[config.mk]
export PLATFORM = sky130hd
export DESIGN_NAME = spi_cfg_slave
export DESIGN_NICKNAME = d
export VERILOG_FILES = /design/src/rtl/spi_cfg_pkg.sv /design/src/rtl/spi_cfg_sync.sv /design/src/rtl/spi_cfg_frame.sv /design/src/rtl/spi_cfg_regs.sv /design/src/rtl/spi_cfg_slave.sv
export SDC_FILE = /design/constraint.sdc
export NUM_CORES = 1
export LEC_CHECK = 0
export ABC_AREA = 1
export ABC_CLOCK_PERIOD_IN_PS = 1700
export BUFFER_PORTS_ARGS = -buffer_cell sky130_fd_sc_hd__buf_2
export CAP_MARGIN = 20
export CORE_ASPECT_RATIO = 1.75
export CORE_UTILIZATION = 57
export CTS_CLUSTER_DIAMETER = 120
export DETAILED_ROUTE_END_ITERATION = 10
export PLACE_DENSITY = 0.88
export SYNTH_ARGS = -nofsm -noshare
export SYNTH_HDL_FRONTEND = slang
export SYNTH_SLANG_ARGS = --single-unit
[constraint.sdc]
create_clock -name clk -period 1.7 [get_ports clk]
set_clock_uncertainty 0.15 [all_clocks]
set_input_delay 0.34 -clock clk [delete_from_list [all_inputs] [get_ports clk]]
set_output_delay 0.34 -clock clk [all_outputs]
set_load 0.01 [all_outputs]
[src/rtl/spi_cfg_pkg.sv]
package spi_cfg_pkg;
  localparam int CMD_W  = 8;
  localparam int DATA_W = 8;
  localparam int ADDR_W = 4;

  localparam logic [ADDR_W-1:0] ADDR_CFG = 4'h0;
  localparam logic [ADDR_W-1:0] ADDR_DAC = 4'h1;
  localparam logic [ADDR_W-1:0] ADDR_KEY = 4'hF;

  localparam logic [DATA_W-1:0] CFG_RST    = 8'h00;
  localparam logic [DATA_W-1:0] DAC_RST    = 8'h80;
  localparam logic [DATA_W-1:0] KEY_FIRST  = 8'hFE;
  localparam logic [DATA_W-1:0] KEY_SECOND = 8'hED;

  // bit layout of the configuration byte, MSB first
  typedef struct packed {
    logic       rsv;
    logic       en_s1;
    logic       en_s2;
    logic       ext_path;
    logic       cm_high;
    logic [1:0] g2;
    logic       g1_low;
  } cfg_t;
endpackage

[src/rtl/spi_cfg_sync.sv]
module spi_cfg_sync #(
  parameter int          WIDTH   = 3,
  parameter int          STAGES  = 2,
  parameter logic [WIDTH-1:0] RST_VAL = '0
) (
  input  logic             clk,
  input  logic             rst_n,
  input  logic [WIDTH-1:0] async_in,
  output logic [WIDTH-1:0] sync_out
);
  logic [WIDTH-1:0] chain [STAGES];

  for (genvar s = 0; s < STAGES; s++) begin : g_stage
    if (s == 0) begin : g_first
      always_ff @(posedge clk or negedge rst_n)
        if (!rst_n) chain[s] <= RST_VAL;
        else        chain[s] <= async_in;
    end else begin : g_next
      always_ff @(posedge clk or negedge rst_n)
        if (!rst_n) chain[s] <= RST_VAL;
        else        chain[s] <= chain[s-1];
    end
  end

  assign sync_out = chain[STAGES-1];
endmodule

[src/rtl/spi_cfg_frame.sv]
module spi_cfg_frame #(
  parameter int CMD_W  = 8,
  parameter int DATA_W = 8,
  localparam int FRAME_BITS = CMD_W + DATA_W,
  localparam int CNT_W      = $clog2(FRAME_BITS + 1)
) (
  input  logic              clk,
  input  logic              rst_n,
  input  logic              csn_s,
  input  logic              sck_s,
  input  logic              sdi_s,
  input  logic              rd_open,
  input  logic [DATA_W-1:0] rd_byte,
  output logic [CMD_W-1:0]  cmd_q,
  output logic              done,
  output logic [DATA_W-1:0] done_data,
  output logic              sdo,
  output logic              sdo_oe,
  output logic [CNT_W-1:0]  bit_cnt
);
  localparam logic [CNT_W-1:0] LAST_BIT = CNT_W'(FRAME_BITS - 1);
  localparam logic [CNT_W-1:0] CMD_LAST = CNT_W'(CMD_W - 1);
  localparam logic [CNT_W-1:0] TURN_CNT = CNT_W'(CMD_W);

  logic              sck_q;
  logic              sck_rise, sck_fall;
  logic [FRAME_BITS-1:0] shreg;
  logic [DATA_W-1:0] rd_sh;

  assign sck_rise = sck_s & ~sck_q;
  assign sck_fall = ~sck_s & sck_q;
  assign sdo      = rd_sh[DATA_W-1];

  always_ff @(posedge clk or negedge rst_n) begin
    if (!rst_n) begin
      sck_q     <= 1'b0;
      bit_cnt   <= '0;
      shreg     <= '0;
      cmd_q     <= '0;
      done      <= 1'b0;
      done_data <= '0;
      sdo_oe    <= 1'b0;
      rd_sh     <= '0;
    end else begin
      sck_q <= sck_s;
      done  <= 1'b0;
      if (csn_s) begin
        bit_cnt <= '0;
        sdo_oe  <= 1'b0;
      end else if (sck_rise) begin
        shreg <= {shreg[FRAME_BITS-2:0], sdi_s};
        if (bit_cnt == CMD_LAST)
          cmd_q <= {shreg[CMD_W-2:0], sdi_s};
        if (bit_cnt == LAST_BIT) begin
          bit_cnt   <= '0;
          done      <= 1'b1;
          done_data <= {shreg[DATA_W-2:0], sdi_s};
          sdo_oe    <= 1'b0;
        end else begin
          bit_cnt <= bit_cnt + 1'b1;
        end
      end else if (sck_fall) begin
        if (bit_cnt == TURN_CNT && !sdo_oe) begin
          if (cmd_q[CMD_W-1] && rd_open) begin
            sdo_oe <= 1'b1;
            rd_sh  <= rd_byte;
          end
        end else if (sdo_oe) begin
          rd_sh <= {rd_sh[DATA_W-2:0], 1'b0};
        end
      end
    end
  end
endmodule

[src/rtl/spi_cfg_regs.sv]
module spi_cfg_regs
  import spi_cfg_pkg::*;
#(
  parameter int CMD_W  = 8,
  parameter int DATA_W = 8,
  parameter int ADDR_W = 4
) (
  input  logic              clk,
  input  logic              rst_n,
  input  logic              done,
  input  logic [CMD_W-1:0]  cmd_q,
  input  logic [DATA_W-1:0] done_data,
  output cfg_t              cfg_q,
  output logic [DATA_W-1:0] dac_q,
  output logic [DATA_W-1:0] rd_byte,
  output logic              rd_open,
  output logic              key_armed
);
  logic [ADDR_W-1:0] addr;
  logic              is_write;

  assign addr     = cmd_q[ADDR_W-1:0];
  assign is_write = ~cmd_q[CMD_W-1];

  always_ff @(posedge clk or negedge rst_n) begin
    if (!rst_n) begin
      cfg_q     <= cfg_t'(CFG_RST);
      dac_q     <= DAC_RST;
      rd_open   <= 1'b0;
      key_armed <= 1'b0;
    end else if (done) begin
      key_armed <= 1'b0;
      if (is_write) begin
        unique case (addr)
          ADDR_CFG: begin
            cfg_q     <= cfg_t'(done_data);
            cfg_q.rsv <= 1'b0;
          end
          ADDR_DAC: dac_q <= done_data;
          ADDR_KEY: begin
            rd_open   <= key_armed && (done_data == KEY_SECOND);
            key_armed <= (done_data == KEY_FIRST);
          end
          default: ;
        endcase
      end
    end
  end

  always_comb begin
    unique case (addr)
      ADDR_CFG: rd_byte = cfg_q;
      ADDR_DAC: rd_byte = dac_q;
      default:  rd_byte = '0;
    endcase
  end
endmodule

[src/rtl/spi_cfg_slave.sv]
module spi_cfg_slave
  import spi_cfg_pkg::*;
#(
  parameter int SYNC_STAGES = 2
) (
  input  logic       clk,
  input  logic       rst_n,
  input  logic       spi_csn,
  input  logic       spi_sck,
  input  logic       sdio_in,
  output logic       sdio_out,
  output logic       sdio_oe,
  output logic       stage1_en,
  output logic       stage2_en,
  output logic       ext_filter_sel,
  output logic       cm_high_sel,
  output logic [1:0] gain2_code,
  output logic       gain1_low,
  output logic [7:0] dac_code
);
  localparam int CNT_W = $clog2(CMD_W + DATA_W + 1);

  logic [2:0]        pins_s;
  logic              csn_s, sck_s, sdi_s;
  logic [CMD_W-1:0]  cmd_q;
  logic              frm_done;
  logic [DATA_W-1:0] frm_data;
  logic [DATA_W-1:0] rd_byte;
  logic              rd_open, key_armed;
  logic [CNT_W-1:0]  bit_cnt;
  cfg_t              cfg_q;
  logic [DATA_W-1:0] dac_q;

  spi_cfg_sync #(.WIDTH(3), .STAGES(SYNC_STAGES), .RST_VAL(3'b100)) u_sync (
    .clk(clk), .rst_n(rst_n),
    .async_in({spi_csn, spi_sck, sdio_in}),
    .sync_out(pins_s)
  );
  assign {csn_s, sck_s, sdi_s} = pins_s;

  spi_cfg_frame #(.CMD_W(CMD_W), .DATA_W(DATA_W)) u_frame (
    .clk(clk), .rst_n(rst_n),
    .csn_s(csn_s), .sck_s(sck_s), .sdi_s(sdi_s),
    .rd_open(rd_open), .rd_byte(rd_byte),
    .cmd_q(cmd_q), .done(frm_done), .done_data(frm_data),
    .sdo(sdio_out), .sdo_oe(sdio_oe), .bit_cnt(bit_cnt)
  );

  spi_cfg_regs #(.CMD_W(CMD_W), .DATA_W(DATA_W), .ADDR_W(ADDR_W)) u_regs (
    .clk(clk), .rst_n(rst_n),
    .done(frm_done), .cmd_q(cmd_q), .done_data(frm_data),
    .cfg_q(cfg_q), .dac_q(dac_q), .rd_byte(rd_byte),
    .rd_open(rd_open), .key_armed(key_armed)
  );

  assign stage1_en      = cfg_q.en_s1;
  assign stage2_en      = cfg_q.en_s2;
  assign ext_filter_sel = cfg_q.ext_path;
  assign cm_high_sel    = cfg_q.cm_high;
  assign gain2_code     = cfg_q.g2;
  assign gain1_low      = cfg_q.g1_low;
  assign dac_code       = dac_q;
endmodule

==> results of run 1 <==
-- routing by layer --
layer | share of wire | wire length (um) | up-vias
met1 | 0.38 | 2067 | 1015
met2 | 0.54 | 2947 | 52
met5 | 0 | 0 | -
li1 | - | - | 1027
met3 | 0.026 | 142 | 22
met4 | 0.055 | 303 | 0
-- cell families (layout without fill, tap and decap cells) --
logic type | count (synthesis) | after routing | share of synthesized area
compound gates | 47 | 47 | 0.1100
xor+xnor | 2 | 2 | 0.006636
fa+ha+maj | 2 | 2 | 0.009477
buf+inv | 33 | 77 | 0.05640
flops | 59 | 59 | 0.5607
simple gates | 151 | 151 | 0.2569
-- power by group through the flow --
stage / sequential (mW) / clock, mW / combinational (mW)
after floorplan: 1.50 / 0 / 0.0633
after global placement: 1.50 / 0 / 0.118
after detailed placement: 1.50 / 0 / 0.123
after CTS: 1.48 / 1.45 / 0.135
after global routing: 1.48 / 1.50 / 0.157
final: 1.48 / 1.43 / 0.136
-- per-stage QoR --
step,TNS [ns],cells,utilization,instance area (um^2)
2_1_floorplan,0,294,-,2640
3_3_place_gp,0,368,0.6441,2863
3_5_place_dp,0,368,0.6441,2863
4_1_cts,0,388,0.7041,3129
5_1_grt,-0.01863,389,0.7103,3157
6_report,0,389,0.7103,3157
-- cells in the final DEF, fill, tap and decap left out, drive strengths merged, types with 3 or more instances in the layout --
cell type      n
a21oi          4
nand2        113
dfstp          3
dfrtp         56
clkbuf        11
o21ai         38
buf           31
nand3         18
nand4          3
clkinv         3
inv           26
dlygate4sd3    4
nor2          14
-- final timing paths --
path / from / endpoint / slack [ns] / cells after the start
max in group asynchronous: rst_n / u_sync.chain[5] / 0.54 / 3
min in group asynchronous: rst_n / u_regs.cfg_q[4] / 0.31 / 2
worst max-delay path: u_frame.bit_cnt[0] / u_frame.rd_sh[3] / 0.06 / 8
worst min-delay path: u_sync.chain[3] / u_sync.sync_out[0] / 0.20 / 0
worst max register to register: u_frame.bit_cnt[0] / u_frame.rd_sh[3] / 0.06 / 8
worst min register to register: u_sync.chain[3] / u_sync.sync_out[0] / 0.20 / 0
-- state kept, by name (all words and copies together), names as in the netlist --
signal,flops
u_regs.dac_q,8
u_regs.cfg_q,7
u_frame.sck_q,1
u_frame.bit_cnt,5
u_frame.done_data,8
u_frame.rd_sh,8
u_regs.rd_open,1
u_regs.key_armed,1
u_frame.cmd_q,5
u_sync.sync_out,3
u_sync.chain,3
u_frame.shreg,7
u_frame.sdo_oe,1
u_frame.done,1
-- critical path: stages, from the launching register on --
cell,delay [ns]
dfrtp_1,0.40
inv_2,0.08
ha_2,0.17
nand3_2,0.09
nor2_4,0.17
nand2_4,0.08
a21oi_4,0.25
nand2_1,0.10
nand2_1,0.08
-- cell type report --
cell class / count / area, um^2
Clock inverter: 5 / 75.07
Fill cell: 325 / 1287
Sequential cell: 59 / 1480
Multi-Input combinational cell: 202 / 1031
Tap cell: 51 / 63.81
Inverter: 26 / 97.59
Timing Repair Buffer: 35 / 257.7
Clock buffer: 11 / 151.4
-- timing repair --
action,in CTS,in global routing
buffers inserted,0,1
setup endpoints to repair,0,12
gates resized for setup,0,8
hold endpoints to repair,17,0
hold buffers,4,0
==> out/metrics.yaml, run 1 <==
outcome: "complete, no violations"
finalSetupViolCount: 0
p_comb_frac: 0.045
antenna_found_initial: 0
grt_usage: 0.2553
synthTopCellsByArea: "dfrtp_1 53%, nand2_1 15%, o21ai_0 5.7%, nand3_1 3.4%, inv_1 3.4%"
synth_top_cell_by_area: "dfrtp_1"
p_clk_frac: 0.470
worst_setup_path_end_kind: "flop"
num_vias: 2116
ir_drop_mv: 1.050
cp.required_ns: 1.83
netlist_area_um2: 2640
synth_common_cells: "105 x nand2_1, 56 x dfrtp_1, 30 x o21ai_0, 24 x inv_1, 18 x nand3_1"
numPortBuffers: 21
yosysMostFrequentCell: "nand2_1"
top_usage_layer: "met2"
grt_pass1_vias: 2096
p_per_area_nw_per_um2: 964.8
dp_hpwl_um: 3857
hold_path_class: "flop to flop"
slew_violations: 0
place_congestion: 0.7662
die_y_um: 92.03
synth-edff-count: 0
first_pass_iters: 5
start_util: 0.5940
antenna_left: 0
avgViaCountPerCell: 5.440
grt.met1_usage: 0.2414
slew-limit-headroom: 0.7290
drv_cap: 0
power.internal_mw: 2.393
finalHoldViolCount: 0
cts-htree-levels: 3
start_kind: "flop"
seqPwrFrac: 0.486
dieArea_um2: 4919
arrival_ns: 1.76
sw_frac_of_total: 0.2142
synth.avg_cell_area_um2: 8.980
cts_buffers: 9
top_level_ports: 22
post-route-period-util: 0.9630
synth.top_cell.area_share: 0.5308
drive_gt1_frac: 0.2426
cts_sinks: 59
leakage_nw: 1.659
synthCells: 294
synth_flop_cell: "dfrtp_1"
grt_use_met3: 0.06799
rsz0062_at_grt: "true"
drc: 0
grt_pass1_wl_um: 8818
rows: 32
cts_tree: "done"
critPathKind: "flop to flop"
overflow: 0
yosys_warnings: 0
dr.first_iter.drc_count: 47
power.total_mw: 3.046
antennaDiodeCount: 0
finalNetCount: 340
syn_nets: 301
clkTransAtPathRegs_ns: 0.07
layout_setup_ws_ns: 0.06290
ys_seq_area_frac: 0.5607
syn_to_final_growth_pct: 19.57
gr-usage-met2: 0.4396
grt_max_degree: 26
drt-total-wl_um: 5461
min_period_ns: 1.637
synth-seq-cells: 59
synth-async-reset-ratio: 1.000
p_switching_mw: 0.6525
core_area_um2: 4444
clkLatencyLatePin_ns: 0.34
whs_ns: 0.1984
ys_types: 28
clockBufferDepth: 2
fmax_mhz: 610.8
wire_per_inst_um: 14.04
root_buffer: "clkbuf_8"
tightestPinTransition_ns: 0.4065
fp.dieW_um: 53.45
place_ws_ns: 0.1020
path_max_fanout: 8
(Power assumes the default switching activity.)
==> inputs of run 2 (changes only) <==
--- a/config.mk
+++ b/config.mk
@@ -8,7 +8,7 @@
 export ABC_AREA = 1
 export ABC_CLOCK_PERIOD_IN_PS = 1700
 export BUFFER_PORTS_ARGS = -buffer_cell sky130_fd_sc_hd__buf_2
-export CAP_MARGIN = 20
+export CAP_MARGIN = 25
 export CORE_ASPECT_RATIO = 1.75
 export CORE_UTILIZATION = 57
 export CTS_CLUSTER_DIAMETER = 120
==> constraint.sdc (replaced) <==
create_clock -name clk -period 1.7 [get_ports clk]
set_clock_uncertainty 0.15 [all_clocks]
set_input_delay 0 -clock clk [delete_from_list [all_inputs] [get_ports clk]]
set_output_delay 0 -clock clk [all_outputs]
set_load 0.01 [all_outputs]
==> run 2 against run 1 <==
Sequential power barely moved. Design area shrank 1.5%. Clock-buffer cell count up 3. Sequential share of layout area grew 0.70 points. Die area unchanged. Worst setup slack better by 0.0074 ns. Power shrank 11%. Fmax rose by 0.45%. Largest cell class unchanged.
==> out/metrics.yaml, run 2 (synthesized netlist as in run 1, its figures left out) <==
fp.dieW_um: 53.45  # unchanged
path_max_fanout: 17  # +9
antenna_found_initial: 0  # unchanged
power.internal_mw: 2.101  # -12%
p_comb_frac: 0.048  # +0.003
cts-htree-levels: 3  # unchanged
layout_common_cells: "104 x nand2_1, 56 x dfrtp_1, 30 x o21ai_0"
dieArea_um2: 4919  # unchanged
hold_path_class: "primary input to async pin"
drv_cap: 0  # unchanged
p_per_area_nw_per_um2: 873.2  # -9.5%
place_congestion: 0.7964  # +3.9%
cp.required_ns: 1.77  # -0.06 ns
first_pass_iters: 6  # +1
top_level_ports: 22  # unchanged
mostFrequentLayoutCell: "nand2_1"
avgViaCountPerCell: 5.278  # -3.0%
dr.first_iter.drc_count: 46  # -2.1%
wire_per_inst_um: 13.51  # -3.7%
arrival_ns: 1.70  # -0.06 ns
rows: 32  # unchanged
p_switching_mw: 0.6149  # -5.8%
outcome: "complete, no violations"
cts_buffers: 9  # unchanged
grt_max_degree: 36  # +38%
syn_to_final_growth_pct: 17.82
finalNetCount: 343  # +0.88%
critPathKind: "flop to flop"
grt_pass1_wl_um: 8466  # -4.0%
finalCoreUtilization: 0.6999  # -0.01042
seqPwrFrac: 0.544  # +0.058
finalSetupViolCount: 0  # unchanged
p_clk_frac: 0.408  # -0.062
dp_hpwl_um: 3796  # -1.6%
fillerInstances: 329  # +1.2%
num_vias: 2069  # -2.2%
grt_usage: 0.2464  # -0.008923
drt-total-wl_um: 5297  # -3.0%
ir_drop_mv: 0.6627  # -37%
clkTransAtPathRegs_ns: 0.06  # about the same
final_area_um2: 3110  # -1.5%
die_y_um: 92.03  # unchanged
slew_violations: 0  # unchanged
post-route-period-util: 0.9587  # -0.004333
slew-limit-headroom: 0.5070  # -0.2220
cts_sinks: 59  # unchanged
clockBufferDepth: 2  # unchanged
clkLatencyLatePin_ns: 0.33  # about the same
worst_setup_path_end_kind: "flop"
finalHoldViolCount: 0  # unchanged
core_area_um2: 4444  # unchanged
top_regs: "u_frame.done_data x8, u_frame.rd_sh x8, u_regs.dac_q x8"
start_util: 0.5940  # unchanged
overflow: 0  # unchanged
power.total_mw: 2.716  # -11%
tightestPinTransition_ns: 0.7395  # +0.3330 ns
drc: 0  # unchanged
min_period_ns: 1.630  # -0.007366 ns
leakage_nw: 1.636  # -1.4%
fmax_mhz: 613.6  # +0.45%
numPortBuffers: 21  # unchanged
start_kind: "flop"
cts_tree: "done"
root_buffer: "clkbuf_8"
drive_gt1_frac: 0.2405  # -0.002134
antennaDiodeCount: 0  # unchanged
antenna_left: 0  # unchanged
grt_pass1_vias: 1960  # -6.5%
dpl-instance-area_um2: 2868  # +0.17%
sw_frac_of_total: 0.2264  # +0.01216
-- run 2: changes by cell type in the layout (fill, tap and decap cells not counted), sizes merged --
cell,previous run,this run
bufinv,2,0
clkinv,3,2
buf,31,34
clkbuf,11,14
-- run 2: final timing paths --
kind | start | to | slack (ns) | cells after the start
max reg2reg | u_frame.bit_cnt[1] | u_frame.done_data[2] | 0.07 | 9
max | u_frame.bit_cnt[1] | u_frame.done_data[2] | 0.07 | 9
max in group asynchronous | rst_n | u_frame.done_data[7] | 0.66 | 3
min in group clk | spi_sck | u_sync.chain[4] | 0.15 | 2
min reg2reg | u_sync.chain[5] | u_sync.sync_out[2] | 0.21 | 0
min | rst_n | u_frame.shreg[4] | 0.11 | 2
-- run 2: worst max-delay path: stages, from the launching register on --
cell	delay, ns
dfrtp_1	0.39
ha_2	0.21
nand2_1	0.09
nor2_2	0.14
nand2_2	0.08
inv_1	0.07
nand2_2	0.06
buf_12	0.17
nand2_1	0.09
o21ai_2	0.05
-- run 2: final cells by class --
type / instances / area [um^2] / area share
inverters: 26 / 97.59 / 0.03138
well taps: 51 / 63.81 / 0.02051
flip-flops and latches: 59 / 1480 / 0.4759
multi-input cells: 202 / 1041 / 0.3347
clock buffers: 14 / 162.7 / 0.05229
clock inverters: 2 / 10.01 / 0.003218
repair buffers: 38 / 255.2 / 0.08206
-- run 2: per-layer routing --
metal / share of wire / track usage
met5: 0 / 0
met1: 0.39 / 0.2383
met2: 0.56 / 0.4323
met3: 0.026 / 0.05970
met4: 0.030 / 0.1601
-- run 2: stage by stage --
stage / setup TNS (ns) / setup WS, ns / hold slack [ns] / std cells
after floorplan: 0 / 0.1947 / -0.4456 / 294
after global placement: 0 / 0.1420 / -0.05680 / 372
after detailed placement: 0 / 0.07994 / -0.04554 / 372
after CTS: 0 / 0.03842 / 0.1269 / 392
after global routing: -0.04773 / -0.02167 / 0.1404 / 392
final: 0 / 0.07027 / 0.1108 / 392
-- run 2: repair_timing --
action                                  CTS  global route
hold buffers                              4             0
buffers inserted                          0             0
hold endpoints to repair                 31             0
endpoints found under the setup margin    0            16
gates resized for setup                   0             9
-- run 2: power groups by stage --
stage / sequential, mW / combinational (mW) / clock (mW)
detailed placement: 1.50 / 0.124 / 0
floorplan: 1.50 / 0.0633 / 0
CTS: 1.48 / 0.132 / 1.14
global placement: 1.50 / 0.118 / 0
finish: 1.48 / 0.131 / 1.11
global route: 1.48 / 0.151 / 1.20
